**config.mk**
```make
export PLATFORM = sky130hd
export DESIGN_NAME = cascade_timer_pair
export DESIGN_NICKNAME = d
export VERILOG_FILES = /design/src/rtl/ctp_pkg.sv /design/src/rtl/ctp_chan_regs.sv /design/src/rtl/ctp_step_ctrl.sv /design/src/rtl/ctp_pin_out.sv /design/src/rtl/cascade_timer_pair.sv
export SDC_FILE = /design/constraint.sdc
export NUM_CORES = 1
export LEC_CHECK = 0
export ABC_AREA = 1
export BUFFER_PORTS_ARGS = -buffer_cell sky130_fd_sc_hd__buf_4
export CORE_MARGIN = 2
export CORE_UTILIZATION = 60
export CTS_CLUSTER_SIZE = 30
export DETAILED_ROUTE_END_ITERATION = 6
export GPL_ROUTABILITY_DRIVEN = 1
export MAX_ROUTING_LAYER = met4
export PLACE_DENSITY = 0.84
export SKIP_LAST_GASP = 1
export SLEW_MARGIN = 10
export SYNTH_ARGS = -nofsm -noshare
export SYNTH_HDL_FRONTEND = slang
export SYNTH_SLANG_ARGS = --single-unit
export TNS_END_PERCENT = 20
```
**constraint.sdc**
```tcl
create_clock -name clk -period 4.2 [get_ports clk]
set_clock_uncertainty 0.15 [all_clocks]
set_input_delay 0.63 -clock clk [delete_from_list [all_inputs] [get_ports clk]]
set_output_delay 0.63 -clock clk [all_outputs]
set_load 0.01 [all_outputs]
```
**src/rtl/ctp_pkg.sv**
```systemverilog
// Package: shared codes of the cascadable timer pair.
// Assumes: counter width of at least 5 bits so a control byte fits the data bus.
package ctp_pkg;
    localparam logic [2:0] SEL_STOP = 3'b000;
    localparam logic [2:0] SEL_RUN  = 3'b001;
    localparam logic [2:0] SEL_CASC = 3'b100;

    localparam logic [1:0] CLR_NONE = 2'b00;
    localparam logic [1:0] CLR_A    = 2'b01;
    localparam logic [1:0] CLR_B    = 2'b10;
    localparam logic [1:0] CLR_EXT  = 2'b11;

    localparam logic [1:0] PIN_KEEP = 2'b00;
    localparam logic [1:0] PIN_LO   = 2'b01;
    localparam logic [1:0] PIN_HI   = 2'b10;
    localparam logic [1:0] PIN_TGL  = 2'b11;

    localparam logic [2:0] OFS_CTRL = 3'd0;
    localparam logic [2:0] OFS_PINC = 3'd1;
    localparam logic [2:0] OFS_CNT  = 3'd2;
    localparam logic [2:0] OFS_CMPA = 3'd3;
    localparam logic [2:0] OFS_CMPB = 3'd4;
    localparam logic [2:0] OFS_FLAG = 3'd5;

    typedef enum logic [1:0] {
        MODE_SPLIT = 2'd0,
        MODE_WIDE  = 2'd1,
        MODE_CHAIN = 2'd2,
        MODE_FROZE = 2'd3
    } mode_t;
endpackage

```
**src/rtl/ctp_chan_regs.sv**
```systemverilog
// Module: register set of one timer channel.
// Holds control, pin control, counter, two compares and two sticky flags.
// Assumes: the caller decodes the channel; a bus write beats a counter update;
// an event beats a clearing flag write.
module ctp_chan_regs
    import ctp_pkg::*;
#(
    parameter int W = 8
) (
    input  logic         clk,
    input  logic         rst_n,
    input  logic         wr_en,
    input  logic [2:0]   wr_ofs,
    input  logic [W-1:0] wr_data,
    input  logic         cnt_upd,
    input  logic [W-1:0] cnt_nxt,
    input  logic         set_a,
    input  logic         set_b,
    output logic [2:0]   clk_sel,
    output logic [1:0]   clr_sel,
    output logic [3:0]   pin_ctl,
    output logic [W-1:0] cnt,
    output logic [W-1:0] cmp_a,
    output logic [W-1:0] cmp_b,
    output logic         flg_a,
    output logic         flg_b,
    output logic         wr_cmp_a,
    output logic         wr_cmp_b
);
    logic wr_ctrl, wr_pinc, wr_cnt, wr_flag;

    // Decode which register the bus write targets.
    always_comb begin
        wr_ctrl  = wr_en && (wr_ofs == OFS_CTRL);
        wr_pinc  = wr_en && (wr_ofs == OFS_PINC);
        wr_cnt   = wr_en && (wr_ofs == OFS_CNT);
        wr_cmp_a = wr_en && (wr_ofs == OFS_CMPA);
        wr_cmp_b = wr_en && (wr_ofs == OFS_CMPB);
        wr_flag  = wr_en && (wr_ofs == OFS_FLAG);
    end

    // Control fields: clock code and clear code.
    always_ff @(posedge clk) begin
        if (!rst_n) begin
            clk_sel <= SEL_STOP;
            clr_sel <= CLR_NONE;
        end else if (wr_ctrl) begin
            clk_sel <= wr_data[2:0];
            clr_sel <= wr_data[4:3];
        end
    end

    // Pin control codes for events A and B.
    always_ff @(posedge clk) begin
        if (!rst_n)       pin_ctl <= '0;
        else if (wr_pinc) pin_ctl <= wr_data[3:0];
    end

    // Counter: a bus write wins over a step or a clear.
    always_ff @(posedge clk) begin
        if (!rst_n)       cnt <= '0;
        else if (wr_cnt)  cnt <= wr_data;
        else if (cnt_upd) cnt <= cnt_nxt;
    end

    // Compare registers.
    always_ff @(posedge clk) begin
        if (!rst_n) begin
            cmp_a <= '0;
            cmp_b <= '0;
        end else begin
            if (wr_cmp_a) cmp_a <= wr_data;
            if (wr_cmp_b) cmp_b <= wr_data;
        end
    end

    // Sticky flags: a written 0 clears, an event sets and wins.
    always_ff @(posedge clk) begin
        if (!rst_n) begin
            flg_a <= 1'b0;
            flg_b <= 1'b0;
        end else begin
            flg_a <= set_a || (flg_a && !(wr_flag && !wr_data[0]));
            flg_b <= set_b || (flg_b && !(wr_flag && !wr_data[1]));
        end
    end
endmodule

```
**src/rtl/ctp_step_ctrl.sv**
```systemverilog
// Module: mode decode, compare events and next counter values for both channels.
// Purely combinational. Assumes compare-register write strobes arrive in the
// same cycle as the write so that a written register cannot match.
module ctp_step_ctrl
    import ctp_pkg::*;
#(
    parameter int W = 8
) (
    input  logic [W-1:0] cnt0,
    input  logic [W-1:0] cnt1,
    input  logic [W-1:0] a0,
    input  logic [W-1:0] a1,
    input  logic [W-1:0] b0,
    input  logic [W-1:0] b1,
    input  logic [2:0]   sel0,
    input  logic [2:0]   sel1,
    input  logic [1:0]   clr0,
    input  logic [1:0]   clr1,
    input  logic         cnt_en,
    input  logic [1:0]   ext_clr,
    input  logic [1:0]   wa,
    input  logic [1:0]   wb,
    output mode_t        mode,
    output logic [1:0]   upd,
    output logic [W-1:0] nxt0,
    output logic [W-1:0] nxt1,
    output logic [1:0]   ev_a,
    output logic [1:0]   ev_b
);
    localparam int WW = 2 * W;

    logic          tk0, tk1, st0, st1, cl0, cl1;
    logic [WW-1:0] wide_q, wide_n;

    // Pick the pairing from the two clock codes.
    always_comb begin
        if (sel0 == SEL_CASC && sel1 == SEL_CASC) mode = MODE_FROZE;
        else if (sel0 == SEL_CASC)                mode = MODE_WIDE;
        else if (sel1 == SEL_CASC)                mode = MODE_CHAIN;
        else                                      mode = MODE_SPLIT;
    end

    // Events, clears and next counter values for the current mode.
    always_comb begin
        tk0    = cnt_en && (sel0 == SEL_RUN);
        tk1    = cnt_en && (sel1 == SEL_RUN);
        st0    = 1'b0;
        st1    = 1'b0;
        cl0    = 1'b0;
        cl1    = 1'b0;
        ev_a   = '0;
        ev_b   = '0;
        upd    = '0;
        nxt0   = cnt0;
        nxt1   = cnt1;
        wide_q = {cnt0, cnt1};
        wide_n = wide_q;
        case (mode)
            MODE_WIDE: begin
                st1     = tk1;
                ev_a[0] = st1 && (wide_q == {a0, a1}) && !wa[0] && !wa[1];
                ev_b[0] = st1 && (wide_q == {b0, b1}) && !wb[0] && !wb[1];
                ev_a[1] = st1 && (cnt1 == a1) && !wa[1];
                ev_b[1] = st1 && (cnt1 == b1) && !wb[1];
                cl0     = (clr0 == CLR_EXT && ext_clr[0]) ||
                          (clr0 == CLR_A && ev_a[0]) ||
                          (clr0 == CLR_B && ev_b[0]);
                wide_n  = cl0 ? '0 : wide_q + 1'b1;
                upd     = {2{cl0 || st1}};
                {nxt0, nxt1} = wide_n;
            end
            MODE_SPLIT, MODE_CHAIN: begin
                st0     = tk0;
                ev_a[0] = st0 && (cnt0 == a0) && !wa[0];
                ev_b[0] = st0 && (cnt0 == b0) && !wb[0];
                cl0     = (clr0 == CLR_EXT && ext_clr[0]) ||
                          (clr0 == CLR_A && ev_a[0]) ||
                          (clr0 == CLR_B && ev_b[0]);
                nxt0    = cl0 ? '0 : cnt0 + 1'b1;
                upd[0]  = cl0 || st0;
                st1     = (mode == MODE_CHAIN) ? ev_a[0] : tk1;
                ev_a[1] = st1 && (cnt1 == a1) && !wa[1];
                ev_b[1] = st1 && (cnt1 == b1) && !wb[1];
                cl1     = (clr1 == CLR_EXT && ext_clr[1]) ||
                          (clr1 == CLR_A && ev_a[1]) ||
                          (clr1 == CLR_B && ev_b[1]);
                nxt1    = cl1 ? '0 : cnt1 + 1'b1;
                upd[1]  = cl1 || st1;
            end
            default: begin
                upd = '0;
            end
        endcase
    end
endmodule

```
**src/rtl/ctp_pin_out.sv**
```systemverilog
// Module: one compare output pin driven by event A and event B codes.
// Assumes: a nonzero A code takes precedence when both events coincide.
module ctp_pin_out
    import ctp_pkg::*;
(
    input  logic       clk,
    input  logic       rst_n,
    input  logic       ev_a,
    input  logic       ev_b,
    input  logic [3:0] pin_ctl,
    output logic       pin
);
    logic [1:0] act;

    // Choose the action code for this cycle.
    always_comb begin
        if (ev_a && pin_ctl[1:0] != PIN_KEEP) act = pin_ctl[1:0];
        else if (ev_b)                        act = pin_ctl[3:2];
        else                                  act = PIN_KEEP;
    end

    // Apply the action to the pin.
    always_ff @(posedge clk) begin
        if (!rst_n) pin <= 1'b0;
        else begin
            case (act)
                PIN_LO:  pin <= 1'b0;
                PIN_HI:  pin <= 1'b1;
                PIN_TGL: pin <= ~pin;
                default: pin <= pin;
            endcase
        end
    end
endmodule

```
**src/rtl/cascade_timer_pair.sv**
```systemverilog
// Module: top of the cascadable pair of up-counter timers.
// Two channel register sets, shared step control, two output pins and a
// combinational read mux. Assumes W >= 5 so control bytes fit.
module cascade_timer_pair
    import ctp_pkg::*;
#(
    parameter int W = 8
) (
    input  logic         clk,
    input  logic         rst_n,
    input  logic         bus_we,
    input  logic [3:0]   bus_addr,
    input  logic [W-1:0] bus_wdata,
    output logic [W-1:0] bus_rdata,
    input  logic         cnt_en,
    input  logic [1:0]   ext_clr,
    output logic [1:0]   tmo,
    output logic [1:0]   flag_a,
    output logic [1:0]   flag_b
);
    localparam int NCH = 2;

    logic [NCH-1:0][2:0]   sel_q;
    logic [NCH-1:0][1:0]   clr_q;
    logic [NCH-1:0][3:0]   pin_q;
    logic [NCH-1:0][W-1:0] cnt_q, cmpa_q, cmpb_q, nxt;
    logic [NCH-1:0]        wa, wb, upd, ev_a, ev_b;
    mode_t                 mode;
    logic                  rd_ch;
    logic [2:0]            ofs;

    assign rd_ch = bus_addr[3];
    assign ofs   = bus_addr[2:0];

    for (genvar i = 0; i < NCH; i++) begin : g_ch
        ctp_chan_regs #(.W(W)) u_regs (
            .clk      (clk),
            .rst_n    (rst_n),
            .wr_en    (bus_we && (rd_ch == 1'(i))),
            .wr_ofs   (ofs),
            .wr_data  (bus_wdata),
            .cnt_upd  (upd[i]),
            .cnt_nxt  (nxt[i]),
            .set_a    (ev_a[i]),
            .set_b    (ev_b[i]),
            .clk_sel  (sel_q[i]),
            .clr_sel  (clr_q[i]),
            .pin_ctl  (pin_q[i]),
            .cnt      (cnt_q[i]),
            .cmp_a    (cmpa_q[i]),
            .cmp_b    (cmpb_q[i]),
            .flg_a    (flag_a[i]),
            .flg_b    (flag_b[i]),
            .wr_cmp_a (wa[i]),
            .wr_cmp_b (wb[i])
        );

        ctp_pin_out u_pin (
            .clk     (clk),
            .rst_n   (rst_n),
            .ev_a    (ev_a[i]),
            .ev_b    (ev_b[i]),
            .pin_ctl (pin_q[i]),
            .pin     (tmo[i])
        );
    end

    ctp_step_ctrl #(.W(W)) u_step (
        .cnt0    (cnt_q[0]),
        .cnt1    (cnt_q[1]),
        .a0      (cmpa_q[0]),
        .a1      (cmpa_q[1]),
        .b0      (cmpb_q[0]),
        .b1      (cmpb_q[1]),
        .sel0    (sel_q[0]),
        .sel1    (sel_q[1]),
        .clr0    (clr_q[0]),
        .clr1    (clr_q[1]),
        .cnt_en  (cnt_en),
        .ext_clr (ext_clr),
        .wa      (wa),
        .wb      (wb),
        .mode    (mode),
        .upd     (upd),
        .nxt0    (nxt[0]),
        .nxt1    (nxt[1]),
        .ev_a    (ev_a),
        .ev_b    (ev_b)
    );

    // Read mux for the addressed channel register.
    always_comb begin
        bus_rdata = '0;
        case (ofs)
            OFS_CTRL: bus_rdata[4:0] = {clr_q[rd_ch], sel_q[rd_ch]};
            OFS_PINC: bus_rdata[3:0] = pin_q[rd_ch];
            OFS_CNT:  bus_rdata      = cnt_q[rd_ch];
            OFS_CMPA: bus_rdata      = cmpa_q[rd_ch];
            OFS_CMPB: bus_rdata      = cmpb_q[rd_ch];
            OFS_FLAG: bus_rdata[1:0] = {flag_b[rd_ch], flag_a[rd_ch]};
            default:  bus_rdata      = '0;
        endcase
    end
endmodule

```
# --- Yosys cells after proc, flatten, opt, wreduce, memory -nomap -nowiden ---
# Index checks and enable logic that the tools add are counted.
word_totals:
  register_bits: 72
  inputBits: 18
  elab_cells: 185
classes:
  addsub: 3
  n_lt_le_gt_ge: 1
  n_eq_ne: 29
  muxes: 42
  bitwise_logic: 3
  n_reduce_logical: 89
ops:
  columns: ["op", "count"]
  rows:
  - ["8-bit two-way mux", 12]
  - ["1-bit logical AND", 53]
  - ["16-bit == test", 2]
  - ["8-bit == test", 4]
  - ["8-bit one-hot mux with 2 select lines", 2]
  - ["2-bit == test, second input constant", 9]
  - ["2-bit two-way mux", 9]
  - ["16-bit by 1-bit adder with 16-bit output, second input constant", 1]
  - ["8-bit by 1-bit adder with 8-bit output, second input constant", 2]
  - ["16-bit two-way mux", 1]
  - ["1-bit logical OR", 13]
  - ["3-bit == test, second input constant", 4]
  - ["2-bit one-hot mux with 2 select lines", 3]
  - ["2-bit one-hot mux with 6 select lines", 1]
  - ["3-bit nonzero test", 4]
  - ["2-bit by 1-bit == test with 1-bit output, second input constant", 5]
  - ["1-bit zero test", 10]
  - ["2-bit one-hot mux with 5 select lines", 1]
  - ["3-bit by 1-bit == test with 1-bit output, second input constant", 3]
  - ["3-bit one-hot mux with 3 select lines", 1]
  - ["4-bit two-way mux", 2]
  - ["2-bit nonzero test", 4]
  - ["3-bit by 2-bit == test with 1-bit output, second input constant", 2]
  - ["3-bit two-way mux", 2]
  - ["other kinds (9)", 17]

# --- Depth between registers and ports, before layout ---
# Gate-level depths: netlist (run 1).
logic_depth:
  word_depth: 15
  mapped_depth: 18

# --- Hierarchy ---
# From an unflattened synthesis (run 1), not the netlist that was laid out.
hier_totals:
  hier_cells: 890
  area_unflattened_um2: 5413.9
by_module_without_submodules:
  columns: ["module", "n_inst", "cells_each", "area_each_um2", "seq_area_each_um2"]
  rows:
  - ["ctp_chan_regs", 2, 192, 1427.6, 700.7]
  - ["ctp_step_ctrl", 1, 293, 1612.8, 0.0]
  - ["cascade_timer_pair", 1, 191, 803.3, 0.0]
  - ["ctp_pin_out", 2, 11, 71.3, 20.0]

# --- Least setup slack after synthesis (run 1) ---
# OpenSTA, ideal clock, no wires.
synth_path:
  path_type: "input to output"
  from: "in bus_addr[3]"
  to: "out bus_rdata[0]"
  arrival_time_ns: 1.573
  required_time_ns: 3.420
  slack_ns: 1.847
  path_stages: 5
  cell_sequence: "buf_2 -> clkbuf_1 -> o21ai_0 -> a221oi_1 -> nand3_1"
synth_between:
  elab_chain_cells: 3
  word_cells_on_any_way: 13
  classes_between: "mux (13)"
synth_lines:
  columns: ["element", "line", "text"]
  rows:
  - ["start: declaration", "cascade_timer_pair.sv:12", "input logic [3:0] bus_addr,"]
  - ["1-bit two-way mux (implied by the code) (tied with other cells) (2 in a row)", "cascade_timer_pair.sv:100", "OFS_FLAG: bus_rdata[1:0] = {flag_b[rd_ch], flag_a[rd_ch]};"]
  - ["2-bit one-hot mux with 6 select lines (*)", "cascade_timer_pair.sv:94", "case (ofs)"]
  - ["end: declaration", "cascade_timer_pair.sv:14", "output logic [W-1:0] bus_rdata,"]
# Every way passes the cells marked *; elsewhere a longest branch is shown, timed or not. The select of a mux whose other input is x is not followed.

# --- Worst setup path in the final report (run 1) ---
# Ends and elaborated chain as after synthesis.

==> results of run 1 <==
## layer usage
layer | vias to the layer above | track usage | share of wire
li1 | 2559 | - | -
met3 | 57 | 0.06100 | 0.090
met5 | - | - | 0
met2 | 293 | 0.5738 | 0.45
met4 | 0 | 0.1920 | 0.048
met1 | 2446 | 0.4546 | 0.41
## flip-flops by register name, summed over array words and instances (netlist names)
name,cells
g_ch.u_regs.clr_sel,4
g_ch.u_regs.cmp_a,16
g_ch.u_regs.flg_a,2
g_ch.u_pin.pin,2
g_ch.u_regs.flg_b,2
g_ch.u_regs.pin_ctl,8
g_ch.u_regs.cnt,16
g_ch.u_regs.cmp_b,16
g_ch.u_regs.clk_sel,6
## cell usage in the layout (no fill, tap or decap), types with 2 or more instances in the layout
cell | Yosys | routed
nand2_1 | 182 | 182
inv_1 | 103 | 103
o21ai_0 | 99 | 99
nor2_1 | 74 | 74
dfxtp_1 | 72 | 72
a21oi_1 | 61 | 61
nand3_1 | 38 | 38
buf_4 | 6 | 32
nand4_1 | 17 | 17
xor2_1 | 16 | 16
nor3_1 | 10 | 10
clkbuf_8 | 0 | 9
o22ai_1 | 8 | 8
a21oi_2 | 6 | 6
o211ai_1 | 5 | 5
inv_2 | 4 | 4
nor2_2 | 4 | 4
nand2_2 | 4 | 4
nand3_2 | 4 | 4
xnor2_1 | 4 | 4
a221oi_1 | 3 | 3
nand2_4 | 3 | 3
o21bai_1 | 3 | 3
nor2_4 | 2 | 2
a211oi_1 | 2 | 2
a22o_1 | 2 | 2
nor3_2 | 2 | 2
a31oi_1 | 2 | 2
o21ai_1 | 2 | 2
ha_1 | 2 | 2
clkinv_2 | 0 | 2
bufinv_16 | 0 | 2
clkinvlp_4 | 0 | 2
## cells by family after synthesis
logic type               Yosys count
adder cells (fa/ha/maj)            2
AND/OR/NAND/NOR                  346
XOR/XNOR                          20
buffers and inverters            143
flip-flops                        72
AO/OA/AOI/OAI                    199
## stage by stage
step | setup slack, ps | hold slack [ps]
6_report | 1196 | 350.7
5_1_grt | 1034 | 374.9
4_1_cts | 1252 | 351.7
3_5_place_dp | 1034 | 339.0
3_3_place_gp | 1119 | 331.8
2_1_floorplan | 1847 | 302.1
## synthesized netlist by cell type (2+ instances only)
library cell,count,area [sq um]
a31oi_1,2,12.51
buf_2,8,40.04
nor3_2,2,20.02
inv_2,4,15.01
nor2_4,2,22.52
o211ai_1,5,37.54
nor2_1,74,277.8
nand3_1,38,190.2
xnor2_1,4,35.03
nand2_4,3,33.78
nand2_2,4,25.02
buf_6,2,22.52
a21oi_2,6,52.55
a221oi_1,3,26.28
inv_1,103,386.6
nand4_1,17,106.4
buf_4,6,45.04
a21oi_1,61,305.3
clkbuf_1,19,71.32
o21ai_0,99,495.5
o21bai_1,3,22.52
xor2_1,16,140.1
a22o_1,2,17.52
nand2_1,182,683.2
nor2_2,4,25.02
a211oi_1,2,15.01
dfxtp_1,72,1441
nand3_2,4,40.04
o21ai_1,2,10.01
nor3_1,10,50.05
o22ai_1,8,50.05
ha_1,2,25.02
## area by class of cell
cell class / count / area, sq um
clock buffers: 9 / 123.9
clock inverters: 7 / 93.84
fillers: 739 / 2534
inverters: 107 / 401.6
multi-input cells: 567 / 2845
flip-flops and latches: 72 / 1441
well taps: 102 / 127.6
repair buffers: 32 / 240.2
## tightest hold or removal path, cell delays in order (launching register included)
cell,delay (ps)
dfxtp_1,320
inv_1,80
a21oi_1,60
## power by group through the flow
| stage | Sequential (mW) | Combinational (mW) | Clock, mW |
|---|---|---|---|
| 3_3_place_gp | 0.739 | 0.229 | 0 |
| 3_5_place_dp | 0.739 | 0.233 | 0 |
| 2_1_floorplan | 0.727 | 0.169 | 0 |
| 4_1_cts | 0.723 | 0.235 | 0.626 |
| 5_1_grt | 0.726 | 0.266 | 0.652 |
| 6_report | 0.724 | 0.242 | 0.621 |
## final timing paths
path / slack, ps / start / end
worst max-delay path: 1200 / bus_addr[3] / bus_rdata[0]
worst min-delay path: 350 / g_ch[0].u_regs.cmp_a[1] / g_ch[0].u_regs.cmp_a[1]
worst max register to register: 1700 / g_ch[1].u_regs.cnt[4] / g_ch[0].u_regs.cnt[6]
worst min register to register: 350 / g_ch[0].u_regs.cmp_a[1] / g_ch[0].u_regs.cmp_a[1]
==> metrics, run 1 <==
most common flop cell mapped by yosys dfxtp_1; clock root buffer clkbuf_8; clock slew at reported path FFs 80 ps; sequential element share of the synthesized area 0.2958; xor-xnor portion of the synthesized cell area 0.03595; final worst path period share 0.7154; count of H-tree levels built during CTS 3; fin area 0.005274 sq mm; cell-internal power between 1 and 1.5 mW; switching power of the nets 475.3 uW; net count of the finished layout 809; largest net degree at the start of global routing 71; Residual DRC 0; post-cts hold buffer count 0; number of cells produced by synthesis between 700 and 800; full die area 0.008857 sq mm; count of unique library cells instantiated by Yosys 45; final total power 1.587 mW; summed negative setup slack over all endpoints 0 ps; highest attainable clock frequency roughly 330 MHz; placed cell area 0.005056 sq mm; number of setup buffers added after CTS 0; non-filler instance count after layout 896; clock share of power 0.391; count of pins over their slew limit 0; detailed-route wire length 15480 um; multiplexer share of the synthesized area 0; Yosys Warn Count 0; Reg2Reg Depth 13; PortBufs 31; average wire per standard cell about 17 um; clock net sink count 72; endpoint required time on the critical path 3420 ps; number of primary I/O pins 32; flops & latches, synth 72; Clock Path Buffers 2; fraction of the mapped netlist area in simple logic gates 0.3161; time the worst path needs with I/O delays and setup 3004 ps; adder-cell area share of the yosys netlist 0.005136; ys async rst share 0; PostCTS Resize Cnt 0; Netlist Area Pre-Place 0.004872 sq mm; Detailed Route Iter0 Violations 481; proportion of power drawn by flip-flops and latches 0.456; weighted congestion at the end of routability-driven global placement roughly 1.1; dominant combinational cell family by area after synthesis simple AND/OR/NAND/NOR gates; vias post-DR 5355; compound-gate portion of the synthesized area 0.2268; length of the first detailed-routing pass in iterations 7; setup violation total in the final timing report 0; TritonCTS Buffers 9; VDD IR max 195.2 uV; kind of capture point of the worst setup path primary output; transition time at the pin with the least slew margin 809.8 ps; cell leakage power 2.323 nW; worst skew pair latency 360 ps; min-delay worst type flip-flop to flip-flop; startpoint-to-endpoint class of the critical path input pin to primary output; Chip Width 94.11 um; Cell Pwr Density about 300 mW/mm^2; Post-Syn Nets 802; antenna violations before repair 0; setup repair after global routing missed its margin no; worst path bufs/invs 3; clock tree from TritonCTS built; result of the run finished clean; all-layer global routing usage 0.3666; number of stages on the worst hold path 2; list of cells traversed by the critical path buf_4 > inv_2 > nand2_1 > o21ai_0 > a22o_1 > a221oi_1 > nand3_1 > buf_4; first-pass GRT wire length 24250 um; slowest library cell on the worst path a221oi_1; initial standard-cell utilization of the core 0.6240; Core Rows 32; Worst path depth 8; combinational share of power 0.152; core area around 0.0078 sq mm; stage delay of the slowest cell on the critical path 300 ps; end-of-flow core utilization 0.6755; number of global-route vias before repair approximately 4.9k; fraction of layout instances using a drive strength above 1 0.1033; critical path fanouts, max 38; Max-Cap Viols 0; startpoint class of the critical path input pin; height of the die 94.11 um; P&R area growth vs syn 8.243%; final hold violation count 0; diode count 0; cell with the most instances on the worst path buf_4; switching part of the total 0.2995; Synth Area per Inst 6.230 sq um; residual antenna-violating net count after detailed routing 0; ratio of routed vias to standard cells 5.977; worst endpoint data arrival time 2220 ps; post-detail-place hpwl 11330 um; number of placed instances with taps included 880; Post-synth EDFFs 0; GRT overflow 0; Relative slew margins 0.4560; cell family contributing the most delay on the critical path buffers and inverters
Power figures use the tool's default switching activity.
==> inputs of run 2 (changes only) <==
ABC_AREA = 0   (was 1)
clock period = 2.9 ns   (was 4.2 ns; I/O delays follow)
==> run 2 against run 1 <==
The run now ends with setup timing left. Global-route usage down 1.5 points. Die area fell by 0.95%. Non-clock buffer count rose by 34. Synthesized cell count decreased by 23%.
==> metrics, run 2 <==
Post-Syn Nets 622 (was 802); most common flop cell mapped by yosys dfxtp_1 (unchanged); final worst path period share 1.005; largest net degree at the start of global routing 36 (was 71); top flop regs g_ch.u_regs.cmp_a (16), g_ch.u_regs.cmp_b (16), g_ch.u_regs.cnt (16) (unchanged); net count of the finished layout 638 (was 809); time the worst path needs with I/O delays and setup 2916 ps; R2R Path End g_ch[0].u_pin.pin (was g_ch[0].u_regs.cnt[6]); startpoint-to-endpoint class of the critical path flip-flop to flip-flop (was input pin to primary output); most common cell after layout, fill and taps aside dfxtp_1 (was nand2_1); Chip Width 93.66 um (was 94.11 um); Relative slew margins 0.5764 (was 0.4560); clock root buffer clkbuf_8 (unchanged); VDD IR max 293.8 uV (was 195.2 uV); post-detail-place hpwl 10360 um (was 11330 um); Critical path origin g_ch[1].u_regs.cnt[3] (was bus_addr[3]); vias post-DR 4689 (was 5355); setup violation total in the final timing report 1 (was 0); compound-gate portion of the synthesized area 0.2208 (was 0.2268); Residual DRC 0 (unchanged); number of cells produced by synthesis 602 (was 782); P&R area growth vs syn 10.74% (was 8.243%); antenna violations before repair 0 (unchanged); most frequent cell after synthesis dfxtp_1 (was nand2_1); height of the die 93.66 um (was 94.11 um); Reg2Reg Depth 8 (was 13); highest attainable clock frequency 343.0 MHz; critical path fanouts, max 8 (was 38); violated checks setup timing; diode count 0 (unchanged); initial standard-cell utilization of the core 0.6210 (was 0.6240); multiplexer share of the synthesized area 0.1326 (was 0); core area 0.007767 sq mm (was 0.007807 sq mm); R2R setup slack -20 ps (was 1700 ps); final hold violation count 0 (unchanged); length of the first detailed-routing pass in iterations 6 (was 7); weighted congestion at the end of routability-driven global placement 1.033 (was 1.069); Synth Area per Inst 8.012 sq um (was 6.230 sq um); Core Rows 32 (unchanged); setup repair after global routing missed its margin no (unchanged); Clock Path Buffers 2 (unchanged); count of pins over their slew limit 0 (unchanged); post-cts hold buffer count 0 (unchanged); slowest library cell on the worst path dfxtp_1 (was a221oi_1); smallest hold slack 243.0 ps (was 350.7 ps); sequential element share of the synthesized area 0.2988 (was 0.2958); fraction of layout instances using a drive strength above 1 0.1750 (was 0.1033); worst skew pair latency 350 ps (was 360 ps); number of placed instances with taps included 709 (was 880); detailed-route wire length 14560 um (was 15480 um); number of global-route vias before repair 4493 (was 4893); clock net sink count 72 (unchanged); number of setup buffers added after CTS 0 (unchanged); kind of capture point of the worst setup path flip-flop (was primary output); clock slew at reported path FFs 80 ps (about the same); transition time at the pin with the least slew margin 629.6 ps (was 809.8 ps); adder-cell area share of the yosys netlist 0.005188 (was 0.005136); stage delay of the slowest cell on the critical path 580 ps (was 300 ps); Max-Cap Viols 0 (unchanged); PostCTS Resize Cnt 0 (unchanged); share of Yosys cell area claimed by the top area cell type 0.2988 (was 0.2958); list of cells traversed by the critical path xor2_1 > nor4_1 > nand4_1 > buf_4 > o21bai_1 > a31o_2 > a2bb2oi_1 > o311ai_0 (was buf_4 > inv_2 > nand2_1 > o21ai_0 > a22o_1 > a221oi_1 > nand3_1 > buf_4); fin area 0.005341 sq mm (was 0.005274 sq mm); endpoint required time on the critical path 2990 ps (was 3420 ps); Commonest cells post-synth 72 x dfxtp_1, 66 x nor2_1, 56 x mux2i_1 (was 182 x nand2_1, 103 x inv_1, 99 x o21ai_0); pre-CTS worst setup slack 102.0 ps (was 1034 ps); summed negative setup slack over all endpoints -15.72 ps (was 0 ps); average wire per standard cell 20.08 um (was 17.28 um); count of H-tree levels built during CTS 3 (unchanged); cell leakage power 2.100 nW (was 2.323 nW); GRT overflow 0 (unchanged); startpoint class of the critical path flip-flop (was input pin); dominant combinational cell family by area after synthesis compound AO/OA/AOI/OAI gates (was simple AND/OR/NAND/NOR gates); worst reg2reg path startpoint g_ch[1].u_regs.cnt[3] (was g_ch[1].u_regs.cnt[4]); min-delay worst type input pin to flip-flop (was flip-flop to flip-flop); residual antenna-violating net count after detailed routing 0 (unchanged); all-layer global routing usage 0.3518 (was 0.3666); clock tree from TritonCTS built (unchanged); Post-synth EDFFs 0 (unchanged); PortBufs 31 (unchanged); most frequent cells in the layout 72 x dfxtp_1, 66 x nor2_1, 65 x buf_4 (was 182 x nand2_1, 103 x inv_1, 99 x o21ai_0); worst endpoint data arrival time 3010 ps (was 2220 ps); Yosys Warn Count 0 (unchanged); synth top area cells dfxtp_1 30%, mux2i_1 12%, nor2_1 5.1%, a21oi_1 4.6%, nand2_1 4.1% (was dfxtp_1 30%, nand2_1 14%, o21ai_0 10%, inv_1 7.9%, a21oi_1 6.3%); Detailed Route Iter0 Violations 488 (was 481); Netlist Area Pre-Place 0.004823 sq mm (was 0.004872 sq mm); first-pass GRT wire length 23290 um (was 24250 um); count of unique library cells instantiated by Yosys 75 (was 45); full die area 0.008772 sq mm (was 0.008857 sq mm); cell taking the most area after synthesis dfxtp_1 (unchanged); TritonCTS Buffers 9 (unchanged); Cell Pwr Density 422.7 mW/mm^2 (was 300.9 mW/mm^2); flops & latches, synth 72 (unchanged); fraction of the mapped netlist area in simple logic gates 0.2099 (was 0.3161); ratio of routed vias to standard cells 6.468 (was 5.977); final worst setup slack -15.72 ps (was 1196 ps); ys async rst share 0 (unchanged); number of primary I/O pins 32 (unchanged); end point of the critical path g_ch[0].u_pin.pin (was bus_rdata[0]); non-filler instance count after layout 725 (was 896); placed cell area 0.005161 sq mm (was 0.005056 sq mm); xor-xnor portion of the synthesized cell area 0.05992 (was 0.03595); result of the run complete, but fails checks (was finished clean)
## run 2: power breakdown
group / internal (mW) / switching (mW) / total, mW
logic: 0.163 / 0.252 / 0.415
clock network: 0.395 / 0.394 / 0.790
registers: 1.01 / 0.0402 / 1.05
## run 2: layout make-up
| class | count | area (sq um) |
|---|---|---|
| Inverter | 13 | 48.80 |
| Sequential cell | 72 | 1441 |
| Clock inverter | 4 | 45.04 |
| Tap cell | 102 | 127.6 |
| Timing Repair Buffer | 66 | 508.0 |
| Fill cell | 663 | 2426 |
| Multi-Input combinational cell | 456 | 3035 |
| Clock buffer | 12 | 135.1 |
## run 2: worst min path at each step
stage | start | to | slack, ps | cells after the start
3_5_place_dp | g_ch[1].u_regs.cmp_b[1] | g_ch[1].u_regs.cmp_b[1] | 330 | 2
4_1_cts | bus_wdata[5] | g_ch[1].u_regs.cmp_a[5] | 240 | 3
5_1_grt | bus_wdata[6] | g_ch[1].u_regs.cmp_b[6] | 240 | 3
3_3_place_gp | g_ch[1].u_regs.cmp_b[1] | g_ch[1].u_regs.cmp_b[1] | 320 | 2
2_1_floorplan | g_ch[1].u_regs.cmp_b[0] | g_ch[1].u_regs.cmp_b[0] | 310 | 2
6_report | bus_wdata[5] | g_ch[1].u_regs.cmp_a[5] | 240 | 3
## run 2: logic make-up (layout without fill, tap and decap cells)
logic type | Yosys count | after routing
and+or+nand+nor | 206 | 206
buffers and inverters | 74 | 95
AOI/OAI and AO/OA | 154 | 154
xor gates and xnor gates | 33 | 33
DFF | 72 | 72
adders and majority gates | 2 | 2
muxes | 61 | 61
## run 2: metal layers
metal,share of wire,track usage,vias to the layer above
li1,-,-,2190
met1,0.42,0.4567,2193
met2,0.46,0.5665,263
met3,0.090,0.05457,43
met4,0.029,0.1147,0
met5,0,-,-
## run 2: per-stage QoR
| step | util | power, mW |
|---|---|---|
| 2_1_floorplan | - | 1.328 |
| 3_3_place_gp | 0.6645 | 1.464 |
| 3_5_place_dp | 0.6645 | 1.472 |
| 4_1_cts | 0.6877 | 2.236 |
| 5_1_grt | 0.6877 | 2.322 |
| 6_report | 0.6877 | 2.258 |
## run 2: worst max-delay path, delay by kind of cell, from the launching register on
kind | cells | cell delay (ps)
buffers and inverters | 1 | 220
XOR/XNOR | 1 | 120
AO/OA/AOI/OAI | 4 | 870
flip-flops | 1 | 580
AND/OR/NAND/NOR | 2 | 860
==> inputs of run 3 (changes only) <==
==> constraint.sdc (replaced) <==
create_clock -name clk -period 3.4 [get_ports clk]
set_clock_uncertainty 0.15 [all_clocks]
set_input_delay 0.51 -clock clk [delete_from_list [all_inputs] [get_ports clk]]
set_output_delay 0.51 -clock clk [all_outputs]
set_load 0.05 [all_outputs]
==> run 3 against run 2 <==
Register-to-register slack better by 440 ps. Sequential power down 13%. Clock-buffer cell count down 1. Worst setup slack better by 440 ps. The flow now finishes without violations. Non-clock buffer count down 17. Combinational power down 20%. First-iteration DRC count down 7.2%. Hold slack better by 64 ps.
==> metrics, run 3 (same netlist as run 2, synthesis figures left out) <==
Chip Width 93.66 um (unchanged); endpoint required time on the critical path 3500 ps (was 2990 ps); critical hold path startpoint bus_wdata[6] (was bus_wdata[5]); most frequent cells in the layout 72 x dfxtp_1, 66 x nor2_1, 56 x mux2i_1 (was 72 x dfxtp_1, 66 x nor2_1, 65 x buf_4); cell leakage power 2.036 nW (was 2.100 nW); R2R setup slack 430 ps (was -20 ps); Max-Cap Viols 0 (unchanged); summed negative setup slack over all endpoints 0 ps (was -15.72 ps); detailed-route wire length 14650 um (was 14560 um); PortBufs 31 (unchanged); min-delay worst type input pin to flip-flop (unchanged); Reg2Reg Depth 7 (was 8); number of global-route vias before repair 4357 (was 4493); PostCTS Resize Cnt 0 (unchanged); list of cells traversed by the critical path xnor2_1 > nand4_1 > or4_1 > a2111oi_4 > nor4_1 > nor2_4 > o21ai_1 (was xor2_1 > nor4_1 > nand4_1 > buf_4 > o21bai_1 > a31o_2 > a2bb2oi_1 > o311ai_0); clock root buffer clkbuf_8 (unchanged); top flop regs g_ch.u_regs.cmp_a (16), g_ch.u_regs.cmp_b (16), g_ch.u_regs.cnt (16) (unchanged); count of H-tree levels built during CTS 3 (unchanged); time the worst path needs with I/O delays and setup 2973 ps (was 2916 ps); residual antenna-violating net count after detailed routing 0 (unchanged); worst endpoint data arrival time 3070 ps (was 3010 ps); core area 0.007767 sq mm (unchanged); result of the run finished clean (was complete, but fails checks); TritonCTS Buffers 9 (unchanged); average wire per standard cell 20.69 um (was 20.08 um); Cell Pwr Density 396.7 mW/mm^2 (was 422.7 mW/mm^2); transition time at the pin with the least slew margin 1174 ps (was 629.6 ps); length of the first detailed-routing pass in iterations 6 (unchanged); VDD IR max 219.1 uV (was 293.8 uV); number of placed instances with taps included 692 (was 709); count of pins over their slew limit 0 (unchanged); net count of the finished layout 621 (was 638); diode count 0 (unchanged); critical path fanouts, max 8 (unchanged); height of the die 93.66 um (unchanged); clock net sink count 72 (unchanged); Detailed Route Iter0 Violations 453 (was 488); Clock Path Buffers 2 (unchanged); antenna violations before repair 0 (unchanged); all-layer global routing usage 0.3532 (was 0.3518); post-detail-place hpwl 10270 um (was 10360 um); GRT overflow 0 (unchanged); fraction of layout instances using a drive strength above 1 0.1551 (was 0.1750); stage delay of the slowest cell on the critical path 760 ps (was 580 ps); Relative slew margins 0.2110 (was 0.5764); most common cell after layout, fill and taps aside dfxtp_1 (unchanged); weighted congestion at the end of routability-driven global placement 1.074 (was 1.033); number of stages on the worst hold path 3 (unchanged); number of primary I/O pins 32 (unchanged); startpoint-to-endpoint class of the critical path flip-flop to flip-flop (unchanged); highest attainable clock frequency 336.4 MHz (was 343.0 MHz); number of setup buffers added after CTS 0 (unchanged); final total power 2.089 mW (was 2.258 mW); non-filler instance count after layout 708 (was 725); clock tree from TritonCTS built (unchanged); kind of capture point of the worst setup path flip-flop (unchanged); post-cts hold buffer count 0 (unchanged); end-of-flow core utilization 0.6780 (was 0.6877); ratio of routed vias to standard cells 6.726 (was 6.468); fill cell instance count of the final layout 633 (was 663); slowest library cell on the worst path or4_1 (was dfxtp_1); vias post-DR 4762 (was 4689); Residual DRC 0 (unchanged); Sequential Area 0.001441 sq mm (unchanged); clock slew at reported path FFs 80 ps (about the same); P&R area growth vs syn 9.183% (was 10.74%); final worst path period share 0.8744 (was 1.005); setup violation total in the final timing report 0 (was 1); R2R Path End g_ch[1].u_regs.cnt[7] (was g_ch[0].u_pin.pin); worst skew pair latency 360 ps (was 350 ps); full die area 0.008772 sq mm (unchanged); area of combinational cells with multiple inputs 0.003035 sq mm (unchanged); first-pass GRT wire length 23170 um (was 23290 um); initial standard-cell utilization of the core 0.6210 (unchanged); setup repair after global routing missed its margin no (unchanged); worst-case hold path end point g_ch[1].u_regs.cmp_a[6] (was g_ch[1].u_regs.cmp_a[5]); Core Rows 32 (unchanged); largest net degree at the start of global routing 40 (was 36); smallest hold slack 306.8 ps (was 243.0 ps); final hold violation count 0 (unchanged); startpoint class of the critical path flip-flop (unchanged); worst reg2reg path startpoint g_ch[0].u_regs.cnt[3] (was g_ch[1].u_regs.cnt[3])
run 3: report_power, final:
part | total, mW | switching, mW | internal (mW)
clock | 0.850 | 0.342 | 0.508
combinational | 0.330 | 0.214 | 0.116
sequential | 0.909 | 0.0453 | 0.864
run 3: final cells by class:
class / count / share of cell area
Multi-Input combinational cell: 456 / 0.5764
Inverter: 13 / 0.009266
Tap cell: 102 / 0.02423
Clock buffer: 11 / 0.02685
Timing Repair Buffer: 49 / 0.06985
Clock inverter: 5 / 0.01972
Sequential cell: 72 / 0.2737
run 3: metrics by stage:
stage               cell area, sq um  setup WS, ps
floorplan                       4823         128.4
global placement                5021         480.0
detailed placement              5021         380.2
CTS                             5266         513.8
global route                    5266         292.1
finish                          5266         427.1
run 3: worst max path at each step:
stage	to	slack, ps	depth (start not counted)	from
2_1_floorplan	bus_rdata[5]	130	7	bus_addr[1]
3_3_place_gp	g_ch[1].u_regs.cnt[2]	480	8	bus_addr[2]
3_5_place_dp	g_ch[1].u_regs.cnt[2]	380	8	bus_addr[2]
4_1_cts	g_ch[1].u_regs.cnt[7]	510	7	g_ch[0].u_regs.cnt[3]
5_1_grt	g_ch[1].u_regs.cnt[2]	290	7	g_ch[1].u_regs.clk_sel[2]
6_report	g_ch[1].u_regs.cnt[7]	430	7	g_ch[0].u_regs.cnt[3]
run 3: worst max-delay path, delay by kind of cell (launching register included):
kind	cells	cell delay, ps
and+or+nand+nor	4	1400
DFF	1	560
AOI/OAI and AO/OA	2	560
xor gates and xnor gates	1	180
run 3: layer usage:
layer	wire, um	global-route usage	vias up	share of wire
met2	6617	0.5420	310	0.45
met4	617	0.1473	0	0.042
met5	0	-	-	0
met1	5875	0.4544	2221	0.40
li1	-	-	2166	-
met3	1539	0.07624	65	0.11
